===== config.mk =====
export PLATFORM = sky130hd
export DESIGN_NAME = hb_gate_sequencer
export DESIGN_NICKNAME = d
export VERILOG_FILES = /design/src/rtl/hb_gate_pkg.sv /design/src/rtl/hb_wait_timer.sv /design/src/rtl/hb_phase_fsm.sv /design/src/rtl/hb_gate_sequencer.sv
export SDC_FILE = /design/constraint.sdc
export NUM_CORES = 1
export LEC_CHECK = 0
export BUFFER_PORTS_ARGS = -buffer_cell sky130_fd_sc_hd__buf_2
export CAP_MARGIN = 20
export CORE_UTILIZATION = 41
export DETAILED_ROUTE_END_ITERATION = 10
export MAX_ROUTING_LAYER = met4
export PLACE_DENSITY = 0.71
export SETUP_SLACK_MARGIN = 0.02
export SYNTH_ARGS = -nofsm -noshare
export SYNTH_HDL_FRONTEND = slang
export SYNTH_SLANG_ARGS = --single-unit

===== constraint.sdc =====
create_clock -name clk -period 5.25 [get_ports clk]
set_clock_uncertainty 0.2 [all_clocks]
set_input_delay 0.7875 -clock clk [delete_from_list [all_inputs] [get_ports clk]]
set_output_delay 0.7875 -clock clk [all_outputs]
set_load 0.02 [all_outputs]

===== src/rtl/hb_gate_pkg.sv =====
package hb_gate_pkg;

    typedef enum logic [2:0] {
        GS_IDLE    = 3'd0,
        GS_WAIT_LO = 3'd1,
        GS_HI      = 3'd2,
        GS_WAIT_HI = 3'd3,
        GS_LO      = 3'd4,
        GS_FAULT   = 3'd5
    } gs_state_t;

    typedef struct packed {
        logic hi;
        logic lo;
        logic flt;
    } gs_drive_t;

    function automatic gs_drive_t gs_decode(gs_state_t s);
        gs_drive_t d;
        d.hi  = (s == GS_HI);
        d.lo  = (s == GS_LO);
        d.flt = (s == GS_FAULT);
        return d;
    endfunction

    function automatic logic gs_is_wait(gs_state_t s);
        return (s == GS_WAIT_LO) || (s == GS_WAIT_HI);
    endfunction

endpackage


===== src/rtl/hb_wait_timer.sv =====
module hb_wait_timer #(
    parameter int TMO_W = 8
) (
    input  logic             clk,
    input  logic             rst,
    input  logic             clr,
    input  logic [TMO_W-1:0] lim,
    output logic             expired
);
    logic [TMO_W-1:0] cnt_q;

    assign expired = (cnt_q == lim);

    always_ff @(posedge clk) begin
        if (rst || clr) begin
            cnt_q <= '0;
        end else if (!expired) begin
            cnt_q <= cnt_q + 1'b1;
        end
    end
endmodule


===== src/rtl/hb_phase_fsm.sv =====
module hb_phase_fsm
    import hb_gate_pkg::*;
(
    input  logic      clk,
    input  logic      rst,
    input  logic      inhibit,
    input  logic      pwm_req,
    input  logic      hi_off_sense,
    input  logic      lo_off_sense,
    input  logic      expired,
    output logic      tmr_clr,
    output gs_state_t state
);
    gs_state_t nxt;

    always_comb begin
        nxt = state;
        unique case (state)
            GS_IDLE:    nxt = pwm_req ? GS_WAIT_LO : GS_WAIT_HI;
            GS_WAIT_LO: begin
                if (!pwm_req)          nxt = GS_WAIT_HI;
                else if (lo_off_sense) nxt = GS_HI;
                else if (expired)      nxt = GS_FAULT;
            end
            GS_HI:      if (!pwm_req) nxt = GS_WAIT_HI;
            GS_WAIT_HI: begin
                if (pwm_req)           nxt = GS_WAIT_LO;
                else if (hi_off_sense) nxt = GS_LO;
                else if (expired)      nxt = GS_FAULT;
            end
            GS_LO:      if (pwm_req) nxt = GS_WAIT_LO;
            GS_FAULT:   nxt = GS_FAULT;
            default:    nxt = GS_IDLE;
        endcase
        if (inhibit) nxt = GS_IDLE;
    end

    assign tmr_clr = (nxt != state) || !gs_is_wait(state);

    always_ff @(posedge clk) begin
        if (rst) state <= GS_IDLE;
        else     state <= nxt;
    end
endmodule


===== src/rtl/hb_gate_sequencer.sv =====
module hb_gate_sequencer
    import hb_gate_pkg::*;
#(
    parameter int TMO_W = 8
) (
    input  logic             clk,
    input  logic             rst,
    input  logic             inhibit,
    input  logic             pwm_req,
    input  logic             hi_off_sense,
    input  logic             lo_off_sense,
    input  logic [TMO_W-1:0] timeout_lim,
    output logic             hi_en,
    output logic             lo_en,
    output logic             fault
);
    gs_state_t state;
    gs_drive_t drv;
    logic      tmr_clr;
    logic      expired;

    hb_phase_fsm u_fsm (
        .clk          (clk),
        .rst          (rst),
        .inhibit      (inhibit),
        .pwm_req      (pwm_req),
        .hi_off_sense (hi_off_sense),
        .lo_off_sense (lo_off_sense),
        .expired      (expired),
        .tmr_clr      (tmr_clr),
        .state        (state)
    );

    hb_wait_timer #(.TMO_W(TMO_W)) u_tmr (
        .clk     (clk),
        .rst     (rst),
        .clr     (tmr_clr),
        .lim     (timeout_lim),
        .expired (expired)
    );

    assign drv   = gs_decode(state);
    assign hi_en = drv.hi;
    assign lo_en = drv.lo;
    assign fault = drv.flt;
endmodule


Yosys cells after proc, flatten, opt, wreduce, memory -nomap -nowiden
Cells that the tools add are included.

Input bits: 14. Output and inout port bits: 3. Logic and storage cells: 25. Register bits after elaboration: 11.

Mux-type cells: 10. Add/sub/neg operators: 1. Reduce and logical (&&, ||, !) cells: 5. Eq/ne operators: 7.

Operators by type and width (count): 3-bit two-way mux (8); 3-bit case mux with 6 select lines (1); 8-bit by 1-bit adder with 8-bit output, second input constant (1); 8-bit == test (1); 3-bit by 2-bit == test with 1-bit output, second input constant (2); 3-bit == test, second input constant (2); 3-bit by 1-bit == test with 1-bit output, second input constant (1); 3-bit zero test (1); 1-bit logical OR (3); 3-bit != test (1); 2-bit two-way mux (1); 1-bit zero test (1).

Longest topological paths before layout
Depth after elaboration: 9. Depth in mapped cells: 7. Mapped depth without buffers: 6.

Hierarchy
Synthesis repeated with hierarchy kept, for this count alone.

Cells, all modules: 91. Area, all modules: 799.5 µm².

By module, submodules not included: hb_wait_timer (cells an instance 63, times used 1, area each 554.3 µm²); hb_phase_fsm (cells an instance 25, times used 1, area each 220.2 µm²); hb_gate_sequencer (cells an instance 3, times used 1, area each 25.0 µm²).

Worst setup path after synthesis
Ideal clock, no wire load.

Path kind: in2reg. From: in timeout_lim[3]. To: reg u_tmr.cnt_q[0]. Slack: 3131 ps. Setup time: 128 ps. Buffers on the path: 0. Arrival: 1790 ps. Stages on the path: 5. Path through: xnor2_1 -> nand4_2 -> o21ba_4 -> o211ai_4 -> nor3_2.

Longest elaborated chain between the ends: 9. Elaborated cells between the ends (all ways): 11.

Ends and longest elaborated chain: from (decl) (RTL line hb_gate_sequencer.sv:12) `input logic [TMO_W-1:0] timeout_lim,`; 8-bit == test (*) (RTL line hb_wait_timer.sv:12) `assign expired = (cnt_q == lim);`; 3-bit two-way mux (RTL line hb_phase_fsm.sv:23, hb_phase_fsm.sv:29); 3-bit two-way mux (on tied branches) (RTL line hb_phase_fsm.sv:28, hb_phase_fsm.sv:22); 3-bit two-way mux (on tied branches) (RTL line hb_phase_fsm.sv:27, hb_phase_fsm.sv:21); 3-bit case mux with 6 select lines (RTL line hb_phase_fsm.sv:18) `unique case (state)`; 3-bit two-way mux (RTL line hb_phase_fsm.sv:35) `if (inhibit) nxt = GS_IDLE;`; 3-bit != test (RTL line hb_phase_fsm.sv:38) `assign tmr_clr = (nxt != state) || !gs_is_wait(state);`; 1-bit logical OR (RTL line hb_phase_fsm.sv:38); 1-bit logical OR (RTL line hb_wait_timer.sv:15) `if (rst || clr) begin`; to (signal assigned) (RTL line hb_wait_timer.sv:18) `cnt_q <= cnt_q + 1'b1;`; to (decl) (RTL line hb_wait_timer.sv:10) `logic [TMO_W-1:0] cnt_q;`.

Mark *: on every way between the ends. The rest lies on a longest branch, timed or not. A chain may end at the register's enable or synchronous reset.

Final worst setup path
From: reg u_fsm.state[1]. To: out fault.

Longest elaborated chain between the ends: 1.

Ends and longest elaborated chain: from (decl) (RTL line hb_phase_fsm.sv:12) `output gs_state_t state`; from (signal assigned) (RTL line hb_phase_fsm.sv:42) `else state <= nxt;`; 3-bit == test (RTL line hb_gate_pkg.sv:22) `d.flt = (s == GS_FAULT);`; to (decl) (RTL line hb_gate_sequencer.sv:15) `output logic fault`.

Every way passes these cells.

==> impl_summary.log <==
INFO  metric latest_clock_arrival_within_the_worst_skew_pair = approximately 0.28 ns
INFO  metric critPathLaunchType = flop
INFO  metric power_density = about 180 nW/um^2
INFO  metric synth.lib_cells_used.distinct = 36
INFO  metric area.sequential = 220 um^2
INFO  metric fillCellCount = between 150 and 200
INFO  metric vias_per_cell = 5.21
INFO  metric critical_path.endpoint_type = output port
INFO  metric regToRegStartpoint = u_tmr.cnt_q[2]$_SDFFE_PP0N_
INFO  metric netlist_instances = ~90
INFO  metric die_area = ~2200 um^2
INFO  metric multiInputGateArea = 568 um^2
INFO  metric cts.repair_timing.setup_buffer_count = 0
INFO  metric drt-initial-drc-count = 5
INFO  metric critical_path_class = reg -> out
INFO  metric run_status = completed
INFO  metric rsz_0062_raised_after_global_routing = no
INFO  metric ys.warnings.count = 0
INFO  metric maxSlewHeadroom = 0.679
INFO  metric report.final.setup_viol = 0
INFO  metric hold_path.class = reg -> reg
INFO  metric grt_pass1_wl = 2570 um
INFO  metric dp_hpwl = around 1200 um
INFO  metric post-route-worst-setup-slack = approximately 3 ns
INFO  metric tritoncts = built
INFO  metric synthesis.area = ~830 um^2
INFO  metric drc_errors = 0
INFO  metric top_level_ports = 17
INFO  metric static_leak = between 0.3 and 0.4 nW
INFO  metric first_global_vias = roughly 600
INFO  metric syn_avg_cell_area = 9.44 um^2
INFO  metric synthesis.nets = slightly above 100
INFO  metric ir_drop = about 0.15 mV
INFO  metric synthMuxAreaShare = 0.0120
INFO  metric timing.critical_path.from = u_fsm.state[1]$_SDFF_PP0_
INFO  metric chipHeight = ~47 um
INFO  metric grt_antenna_before_repair = 0
INFO  metric synth-xor-area-share = 0.167
INFO  metric max_freq = about 0.44 GHz
INFO  metric synth-compound-area-share = 0.182
INFO  metric cts-root-buf = sky130_fd_sc_hd__clkbuf_4
INFO  metric final_layout_size_suffix_gt1_frac = 0.359
INFO  metric setup.worst_path.end = fault
INFO  metric ctsHtreeMaxLevel = 1
INFO  metric ys_dominant_reg_cell = sky130_fd_sc_hd__dfxtp_1
INFO  metric fin_crit_sh = 0.430
INFO  metric yosys_register_bits = 11
INFO  metric flow.area_growth_from_synthesis = 12.3%
INFO  metric groute.usage.overall = 0.174
INFO  metric drt-total-wl = about 1500 um
INFO  metric largest_family_of_logic_cells_by_synthesized_area = simple AND/OR/NAND/NOR gates
INFO  metric core = between 1500 and 2000 um^2
INFO  metric synth_edf_count = 0
INFO  metric worst_r2r_endpoint = u_fsm.state[2]$_SDFF_PP0_
INFO  metric tightestPinTransition = between 0.4 and 0.5 ns
INFO  metric hold_viol = 0
INFO  metric antenna_cells_inserted = 0
INFO  metric port_buffers = 16
INFO  metric cts.repair.resized = 0
INFO  metric slew_violations = 0
INFO  metric arrival = around 1.3 ns
INFO  metric grt.overflow.total = 0
INFO  metric initial_core_util = 0.456
INFO  metric detail_route.wl_per_cell = between 10 and 15 um
INFO  metric cts-buffers-inserted = 3
INFO  metric gp_congestion = approximately 0.76
INFO  metric yosys.area_share.simple = 0.307
INFO  metric proportion_of_synthesized_flip_flops_having_asynchronous_set_or_reset = 0
INFO  metric yosys.area_share.adder = 0.0151
INFO  metric final.min_clock_period = between 2 and 2.5 ns
INFO  metric grt_max_degree = 12
INFO  metric cts_hold_repair.buffers = 0
INFO  metric sequential_area_share_after_synthesis = 0.265
INFO  metric detailedRoute.firstPassIterationCount = 4
INFO  metric placementRows = 15
INFO  metric timing.reg2reg.setup_slack = approximately 3.1 ns
INFO  metric timing.setup.tns = 0 ns
INFO  metric worst_r2r_path_depth = 5
INFO  metric route.vias.total = between 600 and 700
INFO  metric place_worst_setup_slack = 2.74 ns
INFO  metric final_net_count = around 120
INFO  metric path_max_fanout = 9
INFO  metric timing.critical_path.required = roughly 4.3 ns
INFO  metric clk_path_buf_depth = 2
INFO  metric die_w = about 47 um
INFO  metric clock_slew_seen_by_the_registers_of_the_worst_setup_and_hold_paths = approximately 0.070 ns
INFO  metric drt.antenna.violating_nets = 0
INFO  metric maxCapViolations = 0
INFO  metric clock_sinks = 11
==> stage by stage <==
stage          area (um^2)  hold WS [ns]  utilization  cells  total power, W
4_1_cts                933         0.381        0.513    128        0.000170
3_3_place_gp           906         0.363        0.498    124        0.000112
2_1_floorplan          831         0.333            -     88        0.000105
3_5_place_dp           906         0.362        0.498    124        0.000112
6_report               933         0.372        0.513    128        0.000169
5_1_grt                933         0.433        0.513    128        0.000180
==> synthesized netlist by cell type (2+ instances only) <==
library cell / count / area [um^2]
sky130_fd_sc_hd__a211o_1: 2 / 17.5
sky130_fd_sc_hd__buf_2: 2 / 10.0
sky130_fd_sc_hd__buf_4: 2 / 15.0
sky130_fd_sc_hd__dfxtp_1: 11 / 220
sky130_fd_sc_hd__nand2_1: 5 / 18.8
sky130_fd_sc_hd__nand2b_1: 3 / 18.8
sky130_fd_sc_hd__nand4_2: 2 / 25.0
sky130_fd_sc_hd__nor2_1: 5 / 18.8
sky130_fd_sc_hd__nor3_1: 3 / 15.0
sky130_fd_sc_hd__nor3_2: 9 / 90.1
sky130_fd_sc_hd__o2111ai_1: 2 / 17.5
sky130_fd_sc_hd__o211ai_1: 3 / 22.5
sky130_fd_sc_hd__o21ai_0: 4 / 20.0
sky130_fd_sc_hd__xnor2_1: 7 / 61.3
sky130_fd_sc_hd__xor2_1: 7 / 61.3
==> final cells by class <==
cell class	count	share of cell area
multi-input cells	71	0.609
flip-flops and latches	11	0.236
repair buffers	16	0.0858
well taps	25	0.0335
clock buffers	3	0.0241
inverters	1	0.00670
clock inverters	1	0.00536
==> per-layer routing <==
metal  wire length, um  track usage
met5                 0            -
met4                13       0.0514
met3                54       0.0692
met2               756        0.256
met1               716        0.218
==> critical path, stage by stage, from the launching register on <==
cell and delay [ns]:
sky130_fd_sc_hd__dfxtp_1 0.54, sky130_fd_sc_hd__inv_4 0.09, sky130_fd_sc_hd__and3_1 0.21, sky130_fd_sc_hd__buf_2 0.16
==> sequential cells by signal (all words and copies together), names as in the netlist <==
| signal | cells |
|---|---|
| u_fsm.state | 3 |
| u_tmr.cnt_q | 8 |
==> report_power, final <==
| part | switching, W | internal, W | total, W |
|---|---|---|---|
| registers | 0.00000267 | 0.0000845 | 0.0000872 |
| clock network | 0.0000298 | 0.0000283 | 0.0000581 |
| logic | 0.0000121 | 0.0000112 | 0.0000233 |
==> how the worst min path moves through the flow <==
stage                           startpoint  cells after the start                           to
5_1_grt        u_tmr.cnt_q[7]$_SDFFE_PP0N_                      2  u_tmr.cnt_q[7]$_SDFFE_PP0N_
6_report       u_tmr.cnt_q[7]$_SDFFE_PP0N_                      2  u_tmr.cnt_q[7]$_SDFFE_PP0N_
2_1_floorplan  u_tmr.cnt_q[7]$_SDFFE_PP0N_                      2  u_tmr.cnt_q[7]$_SDFFE_PP0N_
4_1_cts        u_tmr.cnt_q[7]$_SDFFE_PP0N_                      2  u_tmr.cnt_q[7]$_SDFFE_PP0N_
3_3_place_gp   u_tmr.cnt_q[7]$_SDFFE_PP0N_                      2  u_tmr.cnt_q[7]$_SDFFE_PP0N_
3_5_place_dp   u_tmr.cnt_q[7]$_SDFFE_PP0N_                      2  u_tmr.cnt_q[7]$_SDFFE_PP0N_
==> cells in the final DEF (no fill, tap or decap), types with 2 or more instances in the layout <==
cell,synthesis,final
sky130_fd_sc_hd__o21ai_0,4,4
sky130_fd_sc_hd__o2111ai_1,2,2
sky130_fd_sc_hd__nor3_1,3,3
sky130_fd_sc_hd__buf_2,2,16
sky130_fd_sc_hd__nor2_1,5,5
sky130_fd_sc_hd__nand2b_1,3,3
sky130_fd_sc_hd__xnor2_1,7,7
sky130_fd_sc_hd__o211ai_1,3,3
sky130_fd_sc_hd__dfxtp_1,11,11
sky130_fd_sc_hd__nor3_2,9,9
sky130_fd_sc_hd__nand4_2,2,2
sky130_fd_sc_hd__xor2_1,7,7
sky130_fd_sc_hd__clkbuf_4,0,3
sky130_fd_sc_hd__nand2_1,5,5
sky130_fd_sc_hd__a211o_1,2,2
==> kinds of logic after synthesis <==
logic type,after synthesis
AOI/OAI and AO/OA,18
xor gates and xnor gates,15
adders and majority gates,1
buffers and inverters,6
DFF,11
muxes,1
and+or+nand+nor,36
Power figures use the tool's default switching activity.
